[config.mk]
export PLATFORM = sky130hd
export DESIGN_NAME = dmac_ctl_unit
export DESIGN_NICKNAME = d
export VERILOG_FILES = /design/src/rtl/dmac_ctl_pkg.sv /design/src/rtl/dmac_cmd_reg.sv /design/src/rtl/dmac_mask_reg.sv /design/src/rtl/dmac_status_reg.sv /design/src/rtl/dmac_mode_bank.sv /design/src/rtl/dmac_ctl_unit.sv
export SDC_FILE = /design/constraint.sdc
export NUM_CORES = 1
export LEC_CHECK = 0
export BUFFER_PORTS_ARGS = -buffer_cell sky130_fd_sc_hd__buf_2
export CAP_MARGIN = 20
export CORE_ASPECT_RATIO = 1.4
export CORE_MARGIN = 3
export CORE_UTILIZATION = 25
export CTS_BUF_LIST = sky130_fd_sc_hd__clkbuf_16
export CTS_CLUSTER_SIZE = 28
export DETAILED_ROUTE_END_ITERATION = 8
export GPL_TIMING_DRIVEN = 0
export SLEW_MARGIN = 20
export SYNTH_ARGS = -nofsm -noshare
export SYNTH_HDL_FRONTEND = slang
export SYNTH_HIERARCHICAL = 1
export SYNTH_SLANG_ARGS = --single-unit
[constraint.sdc]
create_clock -name clk -period 2.21 [get_ports clk]
set_clock_uncertainty 0.2 [all_clocks]
set_input_delay 0.221 -clock clk [delete_from_list [all_inputs] [get_ports clk]]
set_output_delay 0.221 -clock clk [all_outputs]
set_load 0.01 [all_outputs]
[src/rtl/dmac_ctl_pkg.sv]
package dmac_ctl_pkg;
  typedef enum logic [2:0] {
    OFS_CMD     = 3'd0,
    OFS_REQ     = 3'd1,
    OFS_SMASK   = 3'd2,
    OFS_MODE    = 3'd3,
    OFS_FFCLR   = 3'd4,
    OFS_MCLR    = 3'd5,
    OFS_UNMASK  = 3'd6,
    OFS_MASKALL = 3'd7
  } ctl_ofs_e;

  // only the block-control bit of the command byte is supported
  localparam logic [7:0] CMD_KEEP_BITS = 8'h04;
  // bit of a request / single-mask write that carries the new value
  localparam int VAL_BIT = 2;

  function automatic logic cmd_ok(input logic [7:0] v);
    return (v & ~CMD_KEEP_BITS) == 8'h00;
  endfunction
endpackage

[src/rtl/dmac_cmd_reg.sv]
module dmac_cmd_reg
  import dmac_ctl_pkg::*;
#(
  parameter int DATA_W = 8
) (
  input  logic              clk,
  input  logic              master_clr,
  input  logic              wr,
  input  logic [DATA_W-1:0] wdata,
  output logic [DATA_W-1:0] cmd_q
);
  always_ff @(posedge clk) begin
    if (master_clr)
      cmd_q <= '0;
    else if (wr && cmd_ok(wdata))
      cmd_q <= wdata;
  end

  assert_cmd_drop_R1: assert property (@(posedge clk) disable iff (master_clr)
    (wr && !cmd_ok(wdata)) |=> $stable(cmd_q));
endmodule

[src/rtl/dmac_mask_reg.sv]
module dmac_mask_reg
  import dmac_ctl_pkg::*;
#(
  parameter int DATA_W = 8,
  parameter int NCH    = 4
) (
  input  logic              clk,
  input  logic              master_clr,
  input  logic              wr_single,
  input  logic              wr_clear,
  input  logic              wr_all,
  input  logic [DATA_W-1:0] wdata,
  output logic [DATA_W-1:0] mask_q
);
  localparam int CW = $clog2(NCH);

  logic [CW-1:0] sel;
  assign sel = wdata[CW-1:0];

  always_ff @(posedge clk) begin
    if (master_clr)
      mask_q <= '1;
    else if (wr_all)
      mask_q <= wdata;
    else if (wr_clear)
      mask_q <= '0;
    else if (wr_single)
      mask_q[sel] <= wdata[VAL_BIT];
  end

  assert_single_mask_R3: assert property (@(posedge clk) disable iff (master_clr)
    wr_single |=> (mask_q[$past(sel)] == $past(wdata[VAL_BIT])));
  assert_clear_all_R4: assert property (@(posedge clk) disable iff (master_clr)
    (wr_clear && !wr_all) |=> (mask_q == '0));
endmodule

[src/rtl/dmac_status_reg.sv]
module dmac_status_reg
  import dmac_ctl_pkg::*;
#(
  parameter int DATA_W = 8,
  parameter int NCH    = 4
) (
  input  logic              clk,
  input  logic              master_clr,
  input  logic              rd_clr,
  input  logic              wr_req,
  input  logic [DATA_W-1:0] wdata,
  input  logic [NCH-1:0]    dreq_set,
  input  logic [NCH-1:0]    dreq_clr,
  input  logic [NCH-1:0]    tc_set,
  output logic [2*NCH-1:0]  stat_q
);
  localparam int CW = $clog2(NCH);
  localparam int SW = 2 * NCH;

  logic [SW-1:0] stat_d;
  logic [CW-1:0] sel;
  assign sel = wdata[CW-1:0];

  always_comb begin
    stat_d = stat_q;
    if (rd_clr)
      stat_d[NCH-1:0] = '0;
    if (wr_req) begin
      stat_d[NCH + 32'(sel)] = wdata[VAL_BIT];
      stat_d[sel]            = 1'b0;
    end
    for (int c = 0; c < NCH; c++) begin
      if (dreq_set[c])
        stat_d[NCH+c] = 1'b1;
      else if (dreq_clr[c])
        stat_d[NCH+c] = 1'b0;
      if (tc_set[c])
        stat_d[c] = 1'b1;
    end
  end

  always_ff @(posedge clk) begin
    if (master_clr)
      stat_q <= '0;
    else
      stat_q <= stat_d;
  end

  assert_rd_clr_R8: assert property (@(posedge clk) disable iff (master_clr)
    (rd_clr && (tc_set == '0)) |=> (stat_q[NCH-1:0] == '0));

  for (genvar c = 0; c < NCH; c++) begin : g_chk
    assert_dreq_set_R10: assert property (@(posedge clk) disable iff (master_clr)
      dreq_set[c] |=> stat_q[NCH+c]);
    assert_dreq_clr_R10: assert property (@(posedge clk) disable iff (master_clr)
      (dreq_clr[c] && !dreq_set[c]) |=> !stat_q[NCH+c]);
    assert_tc_set_R11: assert property (@(posedge clk) disable iff (master_clr)
      tc_set[c] |=> stat_q[c]);
  end
endmodule

[src/rtl/dmac_mode_bank.sv]
module dmac_mode_bank #(
  parameter int DATA_W = 8,
  parameter int NCH    = 4
) (
  input  logic                  clk,
  input  logic                  rst,
  input  logic                  wr,
  input  logic [DATA_W-1:0]     wdata,
  output logic [NCH*DATA_W-1:0] mode_flat
);
  localparam int CW = $clog2(NCH);

  logic [DATA_W-1:0] mode_q [NCH];
  logic [CW-1:0]     sel;
  assign sel = wdata[CW-1:0];

  for (genvar c = 0; c < NCH; c++) begin : g_ch
    always_ff @(posedge clk) begin
      if (rst)
        mode_q[c] <= '0;
      else if (wr && (sel == CW'(c)))
        mode_q[c] <= wdata;
    end
    assign mode_flat[c*DATA_W +: DATA_W] = mode_q[c];
  end

  assert_mode_store_R5: assert property (@(posedge clk) disable iff (rst)
    wr |=> (mode_q[$past(sel)] == $past(wdata)));
endmodule

[src/rtl/dmac_ctl_unit.sv]
module dmac_ctl_unit
  import dmac_ctl_pkg::*;
#(
  parameter int DATA_W = 8,
  parameter int NCH    = 4
) (
  input  logic                  clk,
  input  logic                  rst,
  input  logic                  wr_en_i,
  input  logic                  rd_en_i,
  input  logic [2:0]            addr_i,
  input  logic [DATA_W-1:0]     wdata_i,
  output logic [DATA_W-1:0]     rdata_o,
  input  logic [NCH-1:0]        dreq_set_i,
  input  logic [NCH-1:0]        dreq_clr_i,
  input  logic [NCH-1:0]        tc_set_i,
  input  logic                  bp_toggle_i,
  output logic [DATA_W-1:0]     command_o,
  output logic [DATA_W-1:0]     mask_o,
  output logic [NCH-1:0]        req_o,
  output logic [NCH*DATA_W-1:0] mode_o,
  output logic                  bp_ff_o,
  output logic                  reeval_o
);
  localparam int SW = 2 * NCH;

  logic wr_cmd, wr_req, wr_smask, wr_mode, wr_ffclr, wr_mclr, wr_unmask, wr_maskall;
  logic rd_stat, rd_mask, master_clr, reeval_evt;
  logic [SW-1:0] stat_q;

  assign wr_cmd     = wr_en_i && (addr_i == OFS_CMD);
  assign wr_req     = wr_en_i && (addr_i == OFS_REQ);
  assign wr_smask   = wr_en_i && (addr_i == OFS_SMASK);
  assign wr_mode    = wr_en_i && (addr_i == OFS_MODE);
  assign wr_ffclr   = wr_en_i && (addr_i == OFS_FFCLR);
  assign wr_mclr    = wr_en_i && (addr_i == OFS_MCLR);
  assign wr_unmask  = wr_en_i && (addr_i == OFS_UNMASK);
  assign wr_maskall = wr_en_i && (addr_i == OFS_MASKALL);
  assign rd_stat    = rd_en_i && (addr_i == OFS_CMD);
  assign rd_mask    = rd_en_i && (addr_i == OFS_REQ);

  assign master_clr = rst || wr_mclr;
  assign reeval_evt = wr_req || wr_smask || wr_unmask || wr_maskall ||
                      (dreq_set_i != '0) || (dreq_clr_i != '0);

  dmac_cmd_reg #(.DATA_W(DATA_W)) u_cmd (
    .clk(clk), .master_clr(master_clr), .wr(wr_cmd), .wdata(wdata_i),
    .cmd_q(command_o));

  dmac_mask_reg #(.DATA_W(DATA_W), .NCH(NCH)) u_mask (
    .clk(clk), .master_clr(master_clr), .wr_single(wr_smask),
    .wr_clear(wr_unmask), .wr_all(wr_maskall), .wdata(wdata_i),
    .mask_q(mask_o));

  dmac_status_reg #(.DATA_W(DATA_W), .NCH(NCH)) u_stat (
    .clk(clk), .master_clr(master_clr), .rd_clr(rd_stat), .wr_req(wr_req),
    .wdata(wdata_i), .dreq_set(dreq_set_i), .dreq_clr(dreq_clr_i),
    .tc_set(tc_set_i), .stat_q(stat_q));

  dmac_mode_bank #(.DATA_W(DATA_W), .NCH(NCH)) u_mode (
    .clk(clk), .rst(rst), .wr(wr_mode), .wdata(wdata_i), .mode_flat(mode_o));

  assign req_o = stat_q[SW-1:NCH];

  always_ff @(posedge clk) begin
    if (master_clr || wr_ffclr)
      bp_ff_o <= 1'b0;
    else if (bp_toggle_i)
      bp_ff_o <= ~bp_ff_o;
  end

  always_ff @(posedge clk) begin
    if (rst)
      reeval_o <= 1'b0;
    else
      reeval_o <= reeval_evt;
  end

  always_ff @(posedge clk) begin
    if (rst)
      rdata_o <= '0;
    else if (rd_en_i) begin
      if (rd_stat)
        rdata_o <= DATA_W'(stat_q);
      else if (rd_mask)
        rdata_o <= mask_o;
      else
        rdata_o <= '0;
    end
  end

  assert_mclr_R7: assert property (@(posedge clk) disable iff (rst)
    wr_mclr |=> ((mask_o == '1) && (command_o == '0) && !bp_ff_o && (stat_q == '0)));
  assert_ff_toggle_R6: assert property (@(posedge clk) disable iff (rst)
    (bp_toggle_i && !wr_ffclr && !wr_mclr) |=> (bp_ff_o != $past(bp_ff_o)));
  assert_reeval_hi_R12: assert property (@(posedge clk) disable iff (rst)
    reeval_evt |=> reeval_o);
  assert_reeval_lo_R12: assert property (@(posedge clk) disable iff (rst)
    !reeval_evt |=> !reeval_o);
endmodule

==> results_tabular.tex, run 1 <==
\begin{tabular}{lr}
\hline
Metric & Value \\
\hline
\multicolumn{2}{l}{\textbf{Cells and area}} \\
Inserted Diodes & 0 \\
Area growth, synth to finish & 37.6\% \\
Register cell area after layout & 1640 sq um \\
Net count reported at finish & around 400 \\
Final core occ & a little over a third \\
Post-route non-filler standard cell count & between 500 and 600 \\
Filler instances & 1,148 \\
Multi-input gate area in the final layout & about 1100 sq um \\
Layout cell share with drive strength beyond 1 & between 30\% and 40\% \\
\multicolumn{2}{l}{\textbf{Clock network}} \\
Cell chosen for the clock root & clkbuf\_16 \\
Number of buffers created by CTS & 9 \\
Clock Tree Buf Depth & 2 \\
H-Tree Level Count & 3 \\
Clock latency reported for the late side of the worst-skew pair & roughly 0.32 ns \\
CTS sink cnt & between 60 and 70 \\
Post-CTS setup buffer count & 0 \\
Clock tree from TritonCTS & done \\
Clock transition time at the flip-flop clock pins of the worst setup and hold paths & $\sim$0.05 ns \\
\multicolumn{2}{l}{\textbf{Timing}} \\
Count of final setup violators & 0 \\
Worst Max-Slew Pin Slew & between 0.7 and 0.8 ns \\
Final worst-path cycle share & between 90\% and 100\% \\
Fin. Hold Viols & 0 \\
Final Slew Violations & 0 \\
Clock period minus worst slack & a little over 2 ns \\
Setup repair after global routing missed its margin & no \\
Upper clock frequency limit & between 0.4 and 0.5 GHz \\
Worst slew margin relative to its limit & around 48\% \\
\multicolumn{2}{l}{\textbf{Synth}} \\
Post-synth top area share & around a third \\
Sequential area share after synthesis & $\sim$57\% \\
Number of distinct standard cells referenced by the synthesized netlist & between 50 and 60 \\
Yosys reg bits & 66 \\
Instance count of the mapped netlist & roughly 260 \\
Most used flip-flop cell after synthesis & dfxtp\_1 \\
Post-synthesis async set-or-reset flop share & 0\% \\
Library cell occupying the most area in the post-synthesis netlist & edfxtp\_1 \\
Cell types occupying the most area after synthesis & edfxtp\_1 (34\%), dfxtp\_1 (24\%), nor2\_1 (5.4\%), a21oi\_1 (2.6\%), nand3b\_1 (2.6\%) \\
Netlist area before placement & 2870 sq um \\
Synthesized area per cell & about 11 sq um \\
Number of enable flip-flop cells after synthesis & 32 \\
Number of warnings printed during yosys synthesis & 6 \\
\multicolumn{2}{l}{\textbf{Detailed routing}} \\
Iteration-0 DRC Markers & 75 \\
Total wirelength of the detailed-routed design & about 7600 um \\
Post-DR vias/cell & approximately 4.5 \\
Final routed DRC violation total & 0 \\
Via count & 2,318 \\
Router iterations before antenna repair & 4 \\
Wire per inst & approximately 15 um \\
Number of nets with antenna violations after detailed routing & 0 \\
\multicolumn{2}{l}{\textbf{Floorplanning}} \\
Die Wd & 96.5 um \\
Starting Density & between 20 and 30\% \\
Overall die area & around 13,000 sq um \\
Total I/O pin count & 90 \\
Die outline height & between 100 and 150 um \\
Row Count & 45 \\
Std-Cell Core Area & $\sim$11,000 sq um \\
\multicolumn{2}{l}{\textbf{Run status}} \\
Run status & complete, no violations \\
\multicolumn{2}{l}{\textbf{GRT}} \\
Largest net degree at the start of global routing & 20 \\
Number of antenna violations at the first check in global routing & 0 \\
Grt total ovfl & 0 \\
Wire length of the first global-routing pass & roughly 12,000 um \\
Via count of the first global-routing pass & 2,297 \\
Total routing resource utilization after global routing & 12.3\% \\
\multicolumn{2}{l}{\textbf{Critical path}} \\
Cell family with the largest share of critical-path delay & buffers and inverters \\
Kind of capture point of the worst setup path & flip-flop \\
Worst EP required & $\sim$2.3 ns \\
Crit Path Max Fanout & 10 \\
Slowest cell delay on critical path & 0.52 ns \\
WP data arrival & slightly above 2 ns \\
Slowest cell on the critical path & dlygate4sd3\_1 \\
Startpoint Class & primary input \\
Critical path type & primary input to flip-flop \\
Cells traversed along the worst timing path & dlygate4sd3\_1 -> buf\_2 -> clkbuf\_1 -> a21o\_2 -> clkbuf\_1 -> a221oi\_1 -> a31oi\_1 \\
Critical Path Most Common Cell & clkbuf\_1 \\
Number of buffers and inverters on the critical path & 4 \\
\multicolumn{2}{l}{\textbf{Power}} \\
IR Drop Worst-Case VDD & roughly 0.47 mV \\
Standby leakage power & about 1.6 nW \\
Power density relative to cell area & 799 nW/um\^{}2 \\
\multicolumn{2}{l}{\textbf{Placement}} \\
Half-perimeter wire length after detailed placement & $\sim$5700 um \\
Last weighted congestion value of the routability-driven placer & roughly 0.89 \\
Buffers on Ports & 87 \\
Placed Cells & 489 \\
\multicolumn{2}{l}{\textbf{Min path}} \\
Path type of the worst min-delay path & primary input to flip-flop \\
\multicolumn{2}{l}{\textbf{Flow run}} \\
Number of max-capacitance violations reported & 0 \\
\hline
\end{tabular}
final cells by class:
class / instances / share of cell area [%]
buffer: 13 / 2.10
clock buffer: 10 / 6.35
clock inverter: 6 / 1.59
inverter: 6 / 0.571
multi-input combinational: 176 / 28.7
sequential: 66 / 41.7
tap: 141 / 4.48
timing repair buffer: 101 / 14.6
synth_stat cells, types with 2 or more instances:
cell type and n:
nand2_1 6, o21ai_0 5, edfxtp_1 32, clkbuf_1 3, a21oi_1 15, o21bai_1 5, or3b_1 2, nand2b_1 9
nor2_1 41, mux2_4 4, inv_1 6, a31oi_1 8, and2b_1 4, nor4_1 2, dfxtp_1 34, nor2b_1 10
and2_1 8, mux2_2 4, nor2_2 6, a221oi_1 4, nor3_1 5, buf_6 2, clkbuf_2 2, nand3_1 2
nand3b_1 10, buf_2 4
state kept, by name, summed over array words and instances, names as in the netlist:
name and count:
reeval_o 1, u_mask/mask_q 8, u_cmd/cmd_q 8, bp_ff_o 1, u_stat/stat_q 8, rdata_o 8
u_mode/mode_q 32
final timing paths:
| check | start | end | slack, ns | depth (start not counted) |
|---|---|---|---|---|
| setup / recovery | rst | u_mask/mask_q[3] | 0.20 | 7 |
| hold / removal | wdata_i[5] | u_mask/mask_q[5] | 0.01 | 3 |
| setup reg to reg | bp_ff_o | bp_ff_o | 0.79 | 3 |
| hold reg to reg | u_cmd/cmd_q[0] | u_cmd/cmd_q[0] | 0.26 | 1 |
metrics by stage:
| stage | instance area (sq um) | hold slack (ns) | setup slack [ns] | total power, mW | TNS, ns |
|---|---|---|---|---|---|
| floorplan | 2880 | 0.0983 | 0.316 | 1.56 | 0 |
| finish | 3940 | 0.0116 | 0.198 | 3.15 | 0 |
| global route | 3940 | 0.0215 | 0.0781 | 3.29 | 0 |
| global placement | 3490 | 0.233 | -0.0735 | 1.70 | -0.0735 |
| CTS | 3940 | 0.000457 | 0.176 | 3.20 | 0 |
| detailed placement | 3490 | 0.232 | -0.111 | 1.70 | -0.968 |
cells in the final DEF (no fill, tap or decap), drive strengths merged, types with 2 or more instances in the layout:
| cell | n |
|---|---|
| a21oi | 16 |
| a221oi | 5 |
| a31oi | 8 |
| and2 | 8 |
| and2b | 5 |
| buf | 95 |
| clkbuf | 15 |
| conb | 4 |
| dfxtp | 34 |
| dlygate4sd3 | 14 |
| edfxtp | 32 |
| inv | 9 |
| mux2 | 8 |
| nand2 | 6 |
| nand2b | 9 |
| nand3 | 2 |
| nand3b | 10 |
| nor2 | 47 |
| nor2b | 10 |
| nor3 | 5 |
| nor3b | 3 |
| nor4 | 3 |
| nor4b | 2 |
| o21ai | 6 |
| o21bai | 6 |
| or3b | 2 |
power by group:
group	total, mW	leakage (nW)	internal, mW	switching (mW)
sequential	1.37	0.585	1.34	0.0281
clock	1.45	0.156	0.939	0.512
combinational	0.324	0.892	0.145	0.179
total	3.15	1.63	2.43	0.719
metal layers:
metal	GRT usage, %	vias up	wire length (um)	share of wire [%]
met3	3.92	9	522	6.9
met5	0	-	0	0
met2	20.3	84	3860	51
li1	-	1142	-	-
met1	15.0	1083	3110	41
met4	4.13	0	97	1.3
cells by family (layout without fill, tap and decap cells):
group | after synthesis | in the layout | share of synthesized area, %
AND/OR/NAND/NOR | 116 | 116 | 23.9
XOR/XNOR | 1 | 1 | 0.306
multiplexers | 9 | 9 | 4.02
other | 1 | 4 | 0.131
AO/OA/AOI/OAI | 46 | 46 | 10.7
flip-flops | 66 | 66 | 57.3
buffers and inverters | 19 | 136 | 3.67
worst reg2reg max path: stages, from the launching register on:
cell and delay [ns]:
dfxtp_1 0.31, xnor2_1 0.18, nor3_1 0.06, dlygate4sd3_1 0.55
what timing repair did:
action	4_1_cts	5_1_grt
hold buffers	14	0
gates resized for setup	0	0
endpoints found under the hold margin	10	0
(Power assumes the default switching activity.)
==> inputs of run 2 (changes only) <==
--- a/config.mk
+++ b/config.mk
@@ -9,11 +9,14 @@
 export CAP_MARGIN = 20
 export CORE_ASPECT_RATIO = 1.4
 export CORE_MARGIN = 3
-export CORE_UTILIZATION = 25
+export CORE_UTILIZATION = 51
 export CTS_BUF_LIST = sky130_fd_sc_hd__clkbuf_16
 export CTS_CLUSTER_SIZE = 28
 export DETAILED_ROUTE_END_ITERATION = 8
 export GPL_TIMING_DRIVEN = 0
+export PLACE_DENSITY = 0.8
+export RECOVER_POWER = 50
+export REMOVE_ABC_BUFFERS = 1
 export SLEW_MARGIN = 20
 export SYNTH_ARGS = -nofsm -noshare
 export SYNTH_HDL_FRONTEND = slang
==> results_tabular.tex, run 2 (synthesis gave the netlist of run 1 again) <==
\begin{tabular}{lr}
\hline
Metric & Value \\
\hline
\multicolumn{2}{l}{\textbf{Cells and area}} \\
Top library cells by usage in the layout, fill and taps aside & clkbuf\_1 (61), nor2\_1 (41), dfxtp\_1 (34) \\
Reg with most FFs & u\_mode/mode\_q \\
Inserted Diodes & 0 \\
Final core occ & 68.9\% \\
Area growth, synth to finish & 27.8\% \\
Commonest non-fill, non-tap cell in the layout & clkbuf\_1 \\
Post-route non-filler standard cell count & around 430 \\
Number of flip-flops in the largest register & 32 \\
Net count reported at finish & around 390 \\
Layout cell share with drive strength beyond 1 & between 15 and 20\% \\
\multicolumn{2}{l}{\textbf{Critical path}} \\
Critical path type & primary input to flip-flop \\
Cells traversed along the worst timing path & buf\_2 -> nand2\_1 -> nor2\_1 -> inv\_1 -> o21bai\_1 \\
WP data arrival & approximately 1.9 ns \\
Kind of capture point of the worst setup path & flip-flop \\
Crit Path Max Fanout & 15 \\
Cell family with the largest share of critical-path delay & compound AO/OA/AOI/OAI gates \\
Number of buffers and inverters on the critical path & 2 \\
Slowest cell delay on critical path & 0.62 ns \\
Slowest cell on the critical path & o21bai\_1 \\
Worst EP required & 1.96 ns \\
Startpoint Class & primary input \\
\multicolumn{2}{l}{\textbf{Clock network}} \\
Clock latency reported for the late side of the worst-skew pair & approximately 0.32 ns \\
Clock transition time at the flip-flop clock pins of the worst setup and hold paths & around 0.050 ns \\
CTS sink cnt & 66 \\
Clock Tree Buf Depth & 2 \\
H-Tree Level Count & 3 \\
Clock tree from TritonCTS & done \\
Post-CTS setup buffer count & 0 \\
Number of buffers created by CTS & 9 \\
Cell chosen for the clock root & clkbuf\_16 \\
\multicolumn{2}{l}{\textbf{Detailed routing}} \\
Post-DR vias/cell & $\sim$5.4 \\
Number of nets with antenna violations after detailed routing & 0 \\
Via count & roughly 2.4k \\
Wire per inst & between 15 and 20 um \\
Iteration-0 DRC Markers & roughly 220 \\
Total wirelength of the detailed-routed design & approximately 7000 um \\
Router iterations before antenna repair & 5 \\
Final routed DRC violation total & 0 \\
\multicolumn{2}{l}{\textbf{GRT}} \\
Grt total ovfl & 0 \\
Number of antenna violations at the first check in global routing & 0 \\
Total routing resource utilization after global routing & 22.1\% \\
Wire length of the first global-routing pass & between 10,000 and 15,000 um \\
Via count of the first global-routing pass & 2,343 \\
Largest net degree at the start of global routing & 23 \\
\multicolumn{2}{l}{\textbf{Placement}} \\
Half-perimeter wire length after detailed placement & approximately 4600 um \\
Placed Cells & $\sim$400 \\
Buffers on Ports & 89 \\
Place WS & -0.284 ns \\
Last weighted congestion value of the routability-driven placer & 0.893 \\
\multicolumn{2}{l}{\textbf{Floorplanning}} \\
Die Wd & $\sim$69 um \\
Die outline height & approximately 95 um \\
Total I/O pin count & 90 \\
Starting Density & a little over half \\
Row Count & 31 \\
Std-Cell Core Area & roughly 5300 sq um \\
Overall die area & about 6600 sq um \\
\multicolumn{2}{l}{\textbf{Run status}} \\
Run status & complete, no violations \\
\multicolumn{2}{l}{\textbf{Power}} \\
IR Drop Worst-Case VDD & a little under 0.5 mV \\
Power density relative to cell area & between 700 and 800 nW/um\^{}2 \\
Standby leakage power & $\sim$1.4 nW \\
\multicolumn{2}{l}{\textbf{Timing}} \\
Clock period minus worst slack & about 2.2 ns \\
Final worst-path cycle share & slightly below 100\% \\
Fin. Hold Viols & 0 \\
Aggregate negative setup slack & 0 ns \\
Worst slew margin relative to its limit & 39.9\% \\
Final Slew Violations & 0 \\
Final hold slack & roughly 0.015 ns \\
Worst Max-Slew Pin Slew & around 0.90 ns \\
Upper clock frequency limit & around 0.46 GHz \\
Setup slack of the critical path after layout & 0.0591 ns \\
Count of final setup violators & 0 \\
Setup repair after global routing missed its margin & yes \\
\multicolumn{2}{l}{\textbf{Flow run}} \\
Number of max-capacitance violations reported & 0 \\
\multicolumn{2}{l}{\textbf{Min path}} \\
Path type of the worst min-delay path & primary input to flip-flop \\
\hline
\end{tabular}
## run 2: changes by cell type in the layout (fill, tap and decap cells not counted), sizes merged
cell and delta:
bufinv -1, buf -67, dlygate4sd3 +1, inv -3, clkinv +5, clkbuf +55
## run 2: final cells by class
cell class | instances | area, sq um
Fill cell | 415 | 1650
Sequential cell | 66 | 1640
Inverter | 6 | 22.5
Multi-Input combinational cell | 176 | 1130
Clock buffer | 9 | 225
Timing Repair Buffer | 104 | 519
Tap cell | 66 | 82.6
Clock inverter | 7 | 36.3
## run 2: metal layers
| layer | vias up | global-route usage, % | share of wire (%) |
|---|---|---|---|
| li1 | 1120 | - | - |
| met1 | 1082 | 22.9 | 38 |
| met3 | 16 | 5.96 | 7.8 |
| met2 | 138 | 39.6 | 52 |
| met4 | 0 | 13.5 | 2.7 |
| met5 | - | 0 | 0 |
## run 2: power by group
part / switching [mW] / internal, mW / leakage (nW)
sequential: 0.0284 / 1.35 / 0.585
combinational: 0.174 / 0.121 / 0.668
clock: 0.487 / 0.741 / 0.125
total: 0.690 / 2.21 / 1.38
## run 2: final timing paths
kind	depth (start not counted)	endpoint	slack [ns]	start
worst max-delay path	5	u_mode/mode_q[1][1]	0.06	addr_i[0]
worst min-delay path	3	u_mask/mask_q[7]	0.02	wdata_i[7]
worst max register to register	3	rdata_o[5]	1.08	u_stat/stat_q[5]
worst min register to register	1	u_cmd/cmd_q[3]	0.26	u_cmd/cmd_q[3]
## run 2: metrics by stage
| step | instance area [sq um] | power (mW) |
|---|---|---|
| 6_report | 3660 | 2.90 |
| 4_1_cts | 3730 | 2.93 |
| 3_5_place_dp | 3320 | 1.68 |
| 2_1_floorplan | 2790 | 1.54 |
| 3_3_place_gp | 3320 | 1.67 |
| 5_1_grt | 3660 | 3.01 |
## run 2: what timing repair did
| item | in CTS | in global routing |
|---|---|---|
| hold endpoints to repair | 13 | 0 |
| hold buffers | 15 | 0 |
| resized for setup | 0 | 1 |
| endpoints found under the setup margin | 0 | 24 |
## run 2: worst reg2reg max path, cell delays in order, from the launching register on
cell	delay, ns
dfxtp_1	0.35
mux2_2	0.27
a21oi_1	0.14
nor2_1	0.05
